### src/rtl/ctlreg_pkg.sv
package ctlreg_pkg;
  localparam int IDX_W  = 6;
  localparam int DATA_W = 64;
  localparam int CYC_W  = 32;

  localparam logic [IDX_W-1:0] RI_SCR0     = 6'd0;
  localparam logic [IDX_W-1:0] RI_SCR_ID   = 6'd7;
  localparam logic [IDX_W-1:0] RI_VBASE    = 6'd8;
  localparam logic [IDX_W-1:0] RI_MODECTL  = 6'd9;
  localparam logic [IDX_W-1:0] RI_TRAPPC   = 6'd10;
  localparam logic [IDX_W-1:0] RI_TRAPEN   = 6'd11;
  localparam logic [IDX_W-1:0] RI_TRAPRQ   = 6'd12;
  localparam logic [IDX_W-1:0] RI_PRIO     = 6'd13;
  localparam logic [IDX_W-1:0] RI_CURMODE  = 6'd14;
  localparam logic [IDX_W-1:0] RI_ALTMODE  = 6'd15;
  localparam logic [IDX_W-1:0] RI_SWIRQ    = 6'd16;
  localparam logic [IDX_W-1:0] RI_CORECSR  = 6'd17;
  localparam logic [IDX_W-1:0] RI_IPTBASE  = 6'd18;
  localparam logic [IDX_W-1:0] RI_DPTBASE  = 6'd19;
  localparam logic [IDX_W-1:0] RI_CMODE    = 6'd20;
  localparam logic [IDX_W-1:0] RI_MMODE    = 6'd21;
  localparam logic [IDX_W-1:0] RI_CTEST    = 6'd22;
  localparam logic [IDX_W-1:0] RI_EXCSUM   = 6'd23;
  localparam logic [IDX_W-1:0] RI_EXCMSK   = 6'd24;
  localparam logic [IDX_W-1:0] RI_CYC      = 6'd25;
  localparam logic [IDX_W-1:0] RI_CYCCTL   = 6'd26;
  localparam logic [IDX_W-1:0] RI_RO_FIRST = 6'd27;
  localparam logic [IDX_W-1:0] RI_RO_LAST  = 6'd28;
  localparam logic [IDX_W-1:0] RI_WO_FIRST = 6'd29;
  localparam logic [IDX_W-1:0] RI_WO_LAST  = 6'd32;

  localparam int NUM_SLOTS = int'(RI_RO_LAST) + 1;

  typedef enum logic [2:0] {
    AC_RW, AC_RO, AC_WO, AC_ONCE, AC_NONE
  } acc_e;

  function automatic acc_e access_of(input logic [IDX_W-1:0] i);
    if (i == RI_CYCCTL)                           return AC_ONCE;
    if (i >= RI_RO_FIRST && i <= RI_RO_LAST)      return AC_RO;
    if (i >= RI_WO_FIRST && i <= RI_WO_LAST)      return AC_WO;
    if (i > RI_WO_LAST)                           return AC_NONE;
    return AC_RW;
  endfunction

  function automatic logic [DATA_W-1:0] keep_of(input int i);
    case (i)
      int'(RI_TRAPPC):                   return ~64'h2;
      int'(RI_TRAPEN), int'(RI_TRAPRQ):  return 64'hf;
      int'(RI_PRIO):                     return 64'h1f;
      int'(RI_CURMODE), int'(RI_ALTMODE): return 64'h18;
      int'(RI_SWIRQ):                    return 64'h7fff0;
      int'(RI_CORECSR):                  return 64'hff_ffff_0300;
      int'(RI_IPTBASE), int'(RI_DPTBASE): return 64'hffff_ffff_c000_0000;
      int'(RI_CMODE), int'(RI_MMODE):    return 64'h3f;
      int'(RI_CTEST):                    return 64'h1ffb;
      default:                           return '1;
    endcase
  endfunction

  function automatic logic [DATA_W-1:0] reset_of(input int i,
      input logic [DATA_W-1:0] vbase, input logic [DATA_W-1:0] cpu_id);
    if (i == int'(RI_VBASE))   return vbase;
    if (i == int'(RI_MODECTL)) return 64'h6;
    if (i == int'(RI_SCR_ID))  return cpu_id;
    return '0;
  endfunction
endpackage

### src/rtl/ctlreg_decode.sv
module ctlreg_decode
  import ctlreg_pkg::*;
(
  input  logic [IDX_W-1:0]     idx,
  output acc_e                 cls,
  output logic [NUM_SLOTS-1:0] sel
);
  always_comb begin
    cls = access_of(idx);
    for (int i = 0; i < NUM_SLOTS; i++) begin
      sel[i] = (idx == IDX_W'(i));
    end
  end
endmodule

### src/rtl/ctlreg_cyc.sv
module ctlreg_cyc #(
  parameter int W = 32
) (
  input  logic         clk,
  input  logic         rst_n,
  output logic [W-1:0] cnt
);
  logic [W-1:0] cnt_r, cnt_nx;

  always_comb cnt_nx = cnt_r + W'(1);

  always_ff @(posedge clk or negedge rst_n) begin
    if (!rst_n) cnt_r <= '0;
    else        cnt_r <= cnt_nx;
  end

  assign cnt = cnt_r;
endmodule

### src/rtl/ctlreg_slot.sv
module ctlreg_slot #(
  parameter int         W       = 64,
  parameter logic [W-1:0] KEEP    = '1,
  parameter logic [W-1:0] RST_VAL = '0,
  parameter bit         CLEARS  = 1'b0,
  parameter bit         ONCE    = 1'b0
) (
  input  logic         clk,
  input  logic         rst_n,
  input  logic         we,
  input  logic [W-1:0] d,
  output logic [W-1:0] q
);
  logic [W-1:0] q_r, q_nx;

  always_comb begin
    if (CLEARS)    q_nx = '0;
    else if (ONCE) q_nx = W'(1);
    else           q_nx = d & KEEP;
  end

  always_ff @(posedge clk or negedge rst_n) begin
    if (!rst_n)  q_r <= RST_VAL;
    else if (we) q_r <= q_nx;
  end

  assign q = q_r;

  // bits outside the keep mask never survive a write
  a_r5_keep_mask: assert property (@(posedge clk) disable iff (!rst_n)
    we |=> ((q_r & ~KEEP) == '0));
endmodule

### src/rtl/ctlreg_bank.sv
module ctlreg_bank
  import ctlreg_pkg::*;
#(
  parameter logic [63:0] VEC_BASE_RST = 64'h0000_0000_0000_8000,
  parameter logic [63:0] CPU_ID       = 64'h0
) (
  input  logic              clk,
  input  logic              rst_n,
  input  logic              rd_en,
  input  logic              wr_en,
  input  logic [IDX_W-1:0]  idx,
  input  logic [DATA_W-1:0] wdata,
  output logic [DATA_W-1:0] rdata,
  output logic              acc_err
);
  localparam logic [DATA_W-1:0] LOW_MASK = DATA_W'({CYC_W{1'b1}});

  // asynchronous assert, synchronous release
  logic rst_m, rst_s;
  always_ff @(posedge clk or negedge rst_n) begin
    if (!rst_n) begin
      rst_m <= 1'b0;
      rst_s <= 1'b0;
    end else begin
      rst_m <= 1'b1;
      rst_s <= rst_m;
    end
  end

  acc_e                 cls;
  logic [NUM_SLOTS-1:0] sel;
  logic [CYC_W-1:0]     cyc_cnt;
  logic [DATA_W-1:0]    slot_q [NUM_SLOTS];
  logic                 once_used, wr_ok, rd_ok, err_nx, err_q;

  ctlreg_decode u_dec (.idx(idx), .cls(cls), .sel(sel));

  ctlreg_cyc #(.W(CYC_W)) u_cyc (.clk(clk), .rst_n(rst_s), .cnt(cyc_cnt));

  genvar gi;
  generate
    for (gi = 0; gi < NUM_SLOTS; gi++) begin : g_slot
      ctlreg_slot #(
        .W      (DATA_W),
        .KEEP   (keep_of(gi)),
        .RST_VAL(reset_of(gi, VEC_BASE_RST, CPU_ID)),
        .CLEARS (gi == int'(RI_EXCSUM) || gi == int'(RI_EXCMSK)),
        .ONCE   (gi == int'(RI_CYCCTL))
      ) u_slot (
        .clk  (clk),
        .rst_n(rst_s),
        .we   (wr_ok && sel[gi]),
        .d    (wdata),
        .q    (slot_q[gi])
      );
    end
  endgenerate

  assign once_used = slot_q[RI_CYCCTL][0];

  always_comb begin
    wr_ok = wr_en && (cls == AC_RW || (cls == AC_ONCE && !once_used));
    rd_ok = rd_en && (cls != AC_WO) && (cls != AC_NONE);
    err_nx = (wr_en && (cls == AC_RO || cls == AC_NONE ||
                        (cls == AC_ONCE && once_used)))
          || (rd_en && (cls == AC_WO || cls == AC_NONE));
  end

  always_comb begin
    rdata = '0;
    if (rd_ok) begin
      for (int i = 0; i < NUM_SLOTS; i++) begin
        if (sel[i]) rdata = slot_q[i];
      end
      if (idx == RI_CYC) rdata = (rdata & ~LOW_MASK) | DATA_W'(cyc_cnt);
    end
  end

  always_ff @(posedge clk or negedge rst_s) begin
    if (!rst_s) err_q <= 1'b0;
    else        err_q <= err_nx;
  end

  assign acc_err = err_q;

  a_r3_trap_bit1: assert property (@(posedge clk) disable iff (!rst_s)
    !slot_q[RI_TRAPPC][1]);

  a_r6_clear_on_write: assert property (@(posedge clk) disable iff (!rst_s)
    (wr_en && (idx == RI_EXCSUM || idx == RI_EXCMSK)) |=> (rdata == '0 || !rd_en || idx != $past(idx)));

  a_r8_once_value: assert property (@(posedge clk) disable iff (!rst_s)
    slot_q[RI_CYCCTL] <= DATA_W'(1));

  a_r8_once_sticky: assert property (@(posedge clk) disable iff (!rst_s)
    once_used |=> once_used);

  a_r10_unassigned: assert property (@(posedge clk) disable iff (!rst_s)
    ((rd_en || wr_en) && idx > RI_WO_LAST) |=> acc_err);

  a_r11_idle_zero: assert property (@(posedge clk) disable iff (!rst_s)
    !rd_en |-> (rdata == '0));

  a_r7_cyc_step: assert property (@(posedge clk) disable iff (!rst_s)
    (rd_en && idx == RI_CYC && $past(rd_en) && $past(idx) == RI_CYC && $past(rst_s))
      |-> (rdata[CYC_W-1:0] == $past(rdata[CYC_W-1:0]) + CYC_W'(1)));
endmodule

### config.mk
export PLATFORM = sky130hd
export DESIGN_NAME = ctlreg_bank
export DESIGN_NICKNAME = d
export VERILOG_FILES = /design/src/rtl/ctlreg_pkg.sv /design/src/rtl/ctlreg_decode.sv /design/src/rtl/ctlreg_cyc.sv /design/src/rtl/ctlreg_slot.sv /design/src/rtl/ctlreg_bank.sv
export SDC_FILE = /design/constraint.sdc
export NUM_CORES = 2
export LEC_CHECK = 0
export CAP_MARGIN = 5
export CORE_MARGIN = 2
export CORE_UTILIZATION = 30
export CTS_BUF_LIST = sky130_fd_sc_hd__clkbuf_4
export CTS_CLUSTER_DIAMETER = 200
export DETAILED_ROUTE_END_ITERATION = 10
export DONT_BUFFER_PORTS = 1
export GPL_ROUTABILITY_DRIVEN = 0
export PLACE_DENSITY = 0.44
export SYNTH_ARGS = -nofsm -noshare
export SYNTH_HDL_FRONTEND = slang
export SYNTH_HIERARCHICAL = 1
export SYNTH_SLANG_ARGS = --single-unit
### constraint.sdc
create_clock -name clk -period 51.1 [get_ports clk]
set_input_delay 5.11 -clock clk [delete_from_list [all_inputs] [get_ports clk]]
set_output_delay 5.11 -clock clk [all_outputs]
set_load 0.05 [all_outputs]
==> results.yml <==
outcome:
  status: "complete, no violations"
power:
  power_density_nw_per_um2: 28.7
  power_frac_comb_pct: 10.5
  clockPowerShare_pct: 41.6
  leakage_nw: 32.1
  peakVddDrop_mv: 0.0218
  finalPower_mw: 2.02
  switchingPower_uw: 563
  swShare_pct: 27.9
  p_int_mw: 1.46
  seqPwrFrac_pct: 47.9
place:
  placedInstanceArea_um2: 66300
  hpwlAfterDp_um: 136000
  io_buffers: 0
flow_run:
  maxCapViolations: 0
timing:
  holdWs_ns: 0.345
  rsz0062_at_grt: "false"
  fmax_ghz: 0.0657
  timing.clock.skew_ns: 0.0762
  fin_crit_sh_pct: 29.8
  finalMaxSlewViolations: 0
  finalHoldViolations: 0
  setup_tns_ns: 0
  setup_viol: 0
  max_slew_margin_pct: 13.1
  worst_pin_slew_ns: 1.30
  fin_crit_ns: 15.23
clock_network:
  htree_num_levels: 5
  clk_latency_ns: 1.35
  cts_tree: "built"
  cts_root_buffer: "clkbuf_4"
  cts_setup_buffers: 0
  cts_made_buffers: 332
  clockBufferDepth: 4
  hold_buffers: 0
  cts_sinks: 1081
  ctsResizeCount: 0
  clk_pin_slew_worst_paths_ns: 0.05
worst_setup_path:
  crit_path_frequent_cell: "buf_4"
  cp_max_fo: 44
  reg2reg_slack_ns: 45.91
  critPathKind: "primary input to output port"
  crit_family: "simple AND/OR/NAND/NOR gates"
  cp_slowest_cell: "nor2_4"
  path_cells: "or4b_4 -> nor2_4 -> buf_4 -> nor2b_4 -> buf_4 -> buf_4 -> a222oi_1 -> a31oi_1 -> nor4_1 -> o21ai_1 -> buf_4"
  reg2reg_to: "g_slot[28].u_slot/q[35]$_DFFE_PN0P_"
  crit_buf_inv: 4
  max_stage_delay_ns: 0.99
  rr_worst_depth: 5
  cp_data_required_time_ns: 45.99
  critPathLaunchType: "primary input"
  r2r-start: "rst_s$_DFF_PN0_"
  cp-end-kind: "output port"
  worst_ep_arrival_time_ns: 10.12
layout:
  num-nets-final: 5855
  final_util_pct: 31.2
  final_area_um2: 70200
  n_fill_cell: 22800
  area_delta_synth_final_pct: 3.40
  drive_gt1_share_pct: 30.4
synthesis:
  synth_area_um2: 67900
  syn_inst: 5778
  synth_warnings: 6
  postSynthAreaPerCell_um2: 11.8
grt:
  grt_max_degree: 158
  antenna_found_initial: 4
  track_usage_pct: 20.8
  grt_pass1_wl_um: 352000
  grt_pass1_vias: 47700
  overflow: 0
hold_path:
  min_path_type: "flop to flop"
  holdPathStages: 0
  whs_endpoint: "rst_s$_DFF_PN0_"
  hp-start: "rst_m$_DFF_PN0_"
routing:
  wl_um: 243000
  ant_nets: 0
  wl_per_cell_um: 27.0
  viasPerCell: 5.08
  drc: 0
  drt_pass1_iterations: 6
  drt_iter0_markers: 3501
  vias: 45700
die:
  io_pins: 139
  rows: 174
  fp.coreArea_um2: 225000
  die_x_um: 480
  design.die.area_um2: 230000
  start_util_pct: 30.2
  fp.dieH_um: 480
-- metal layers --
metal	wire (µm)	global-route usage [%]	vias to the layer above
li1	-	-	20000
met4	8470	7.84	2
met2	110000	32.7	1502
met3	14300	4.25	494
met5	13	0	-
met1	110000	28.0	23800
-- through the flow --
| stage | std cells | setup slack, ns |
|---|---|---|
| 2_1_floorplan | 6572 | 18.74 |
| 3_3_place_gp | 8438 | 35.93 |
| 3_5_place_dp | 8438 | 35.98 |
| 4_1_cts | 8986 | 35.96 |
| 5_1_grt | 8991 | 35.84 |
| 6_report | 8998 | 35.87 |
-- power groups by stage --
stage / clock network [mW] / registers [mW] / logic (mW)
after CTS: 0.869 / 0.966 / 0.211
after detailed placement: 0 / 0.980 / 0.210
final: 0.840 / 0.967 / 0.211
after global placement: 0 / 0.979 / 0.208
after floorplan: 0 / 0.983 / 0.201
after global routing: 0.915 / 0.975 / 0.228
-- cell usage in the layout, fill, tap and decap left out, types with 34 or more instances in the layout --
master,n
mux2_4,952
o21ai_0,69
o22ai_1,223
a21oi_1,141
nand3b_1,36
clkinv_1,65
a221oi_1,66
a221oi_2,58
nor2_1,183
o211ai_1,65
nand2_1,336
clkbuf_4,465
o22a_1,92
nand2b_1,39
o21ai_1,34
mux2_2,93
nor2b_1,36
conb_1,811
nor4_1,66
a221o_1,64
a31oi_1,65
nor3b_1,34
buf_4,138
dfrtp_1,1077
o31ai_1,63
a22oi_1,126
o221ai_1,62
-- registers in the layout, summed over array words and instances (netlist names) --
register / cells
g_slot.u_slot/q: 1046
u_cyc/cnt: 32
acc_err: 1
rst_m: 1
rst_s: 1
-- layout make-up --
type,count,area [µm²],share of cell area (%)
multi-input combinational,4205,34300,48.9
sequential,1081,27100,38.5
tap,2992,3740,5.33
clock buffer,465,3490,4.97
timing repair buffer,141,1100,1.56
clock inverter,83,358,0.510
inverter,19,78.8,0.112
antenna,12,30.0,0.0428
-- worst max-delay path by stage --
stage,start,to,slack (ns),cells past startpoint
5_1_grt,idx[4],rdata[51],35.84,11
2_1_floorplan,rst_s$_DFF_PN0_,acc_err$_DFF_PN0_,18.74,0
4_1_cts,idx[4],rdata[51],35.96,11
6_report,idx[4],rdata[51],35.87,11
3_5_place_dp,idx[4],rdata[51],35.98,11
3_3_place_gp,idx[4],rdata[51],35.93,11
Note: power is estimated with default switching activity, not from simulation.
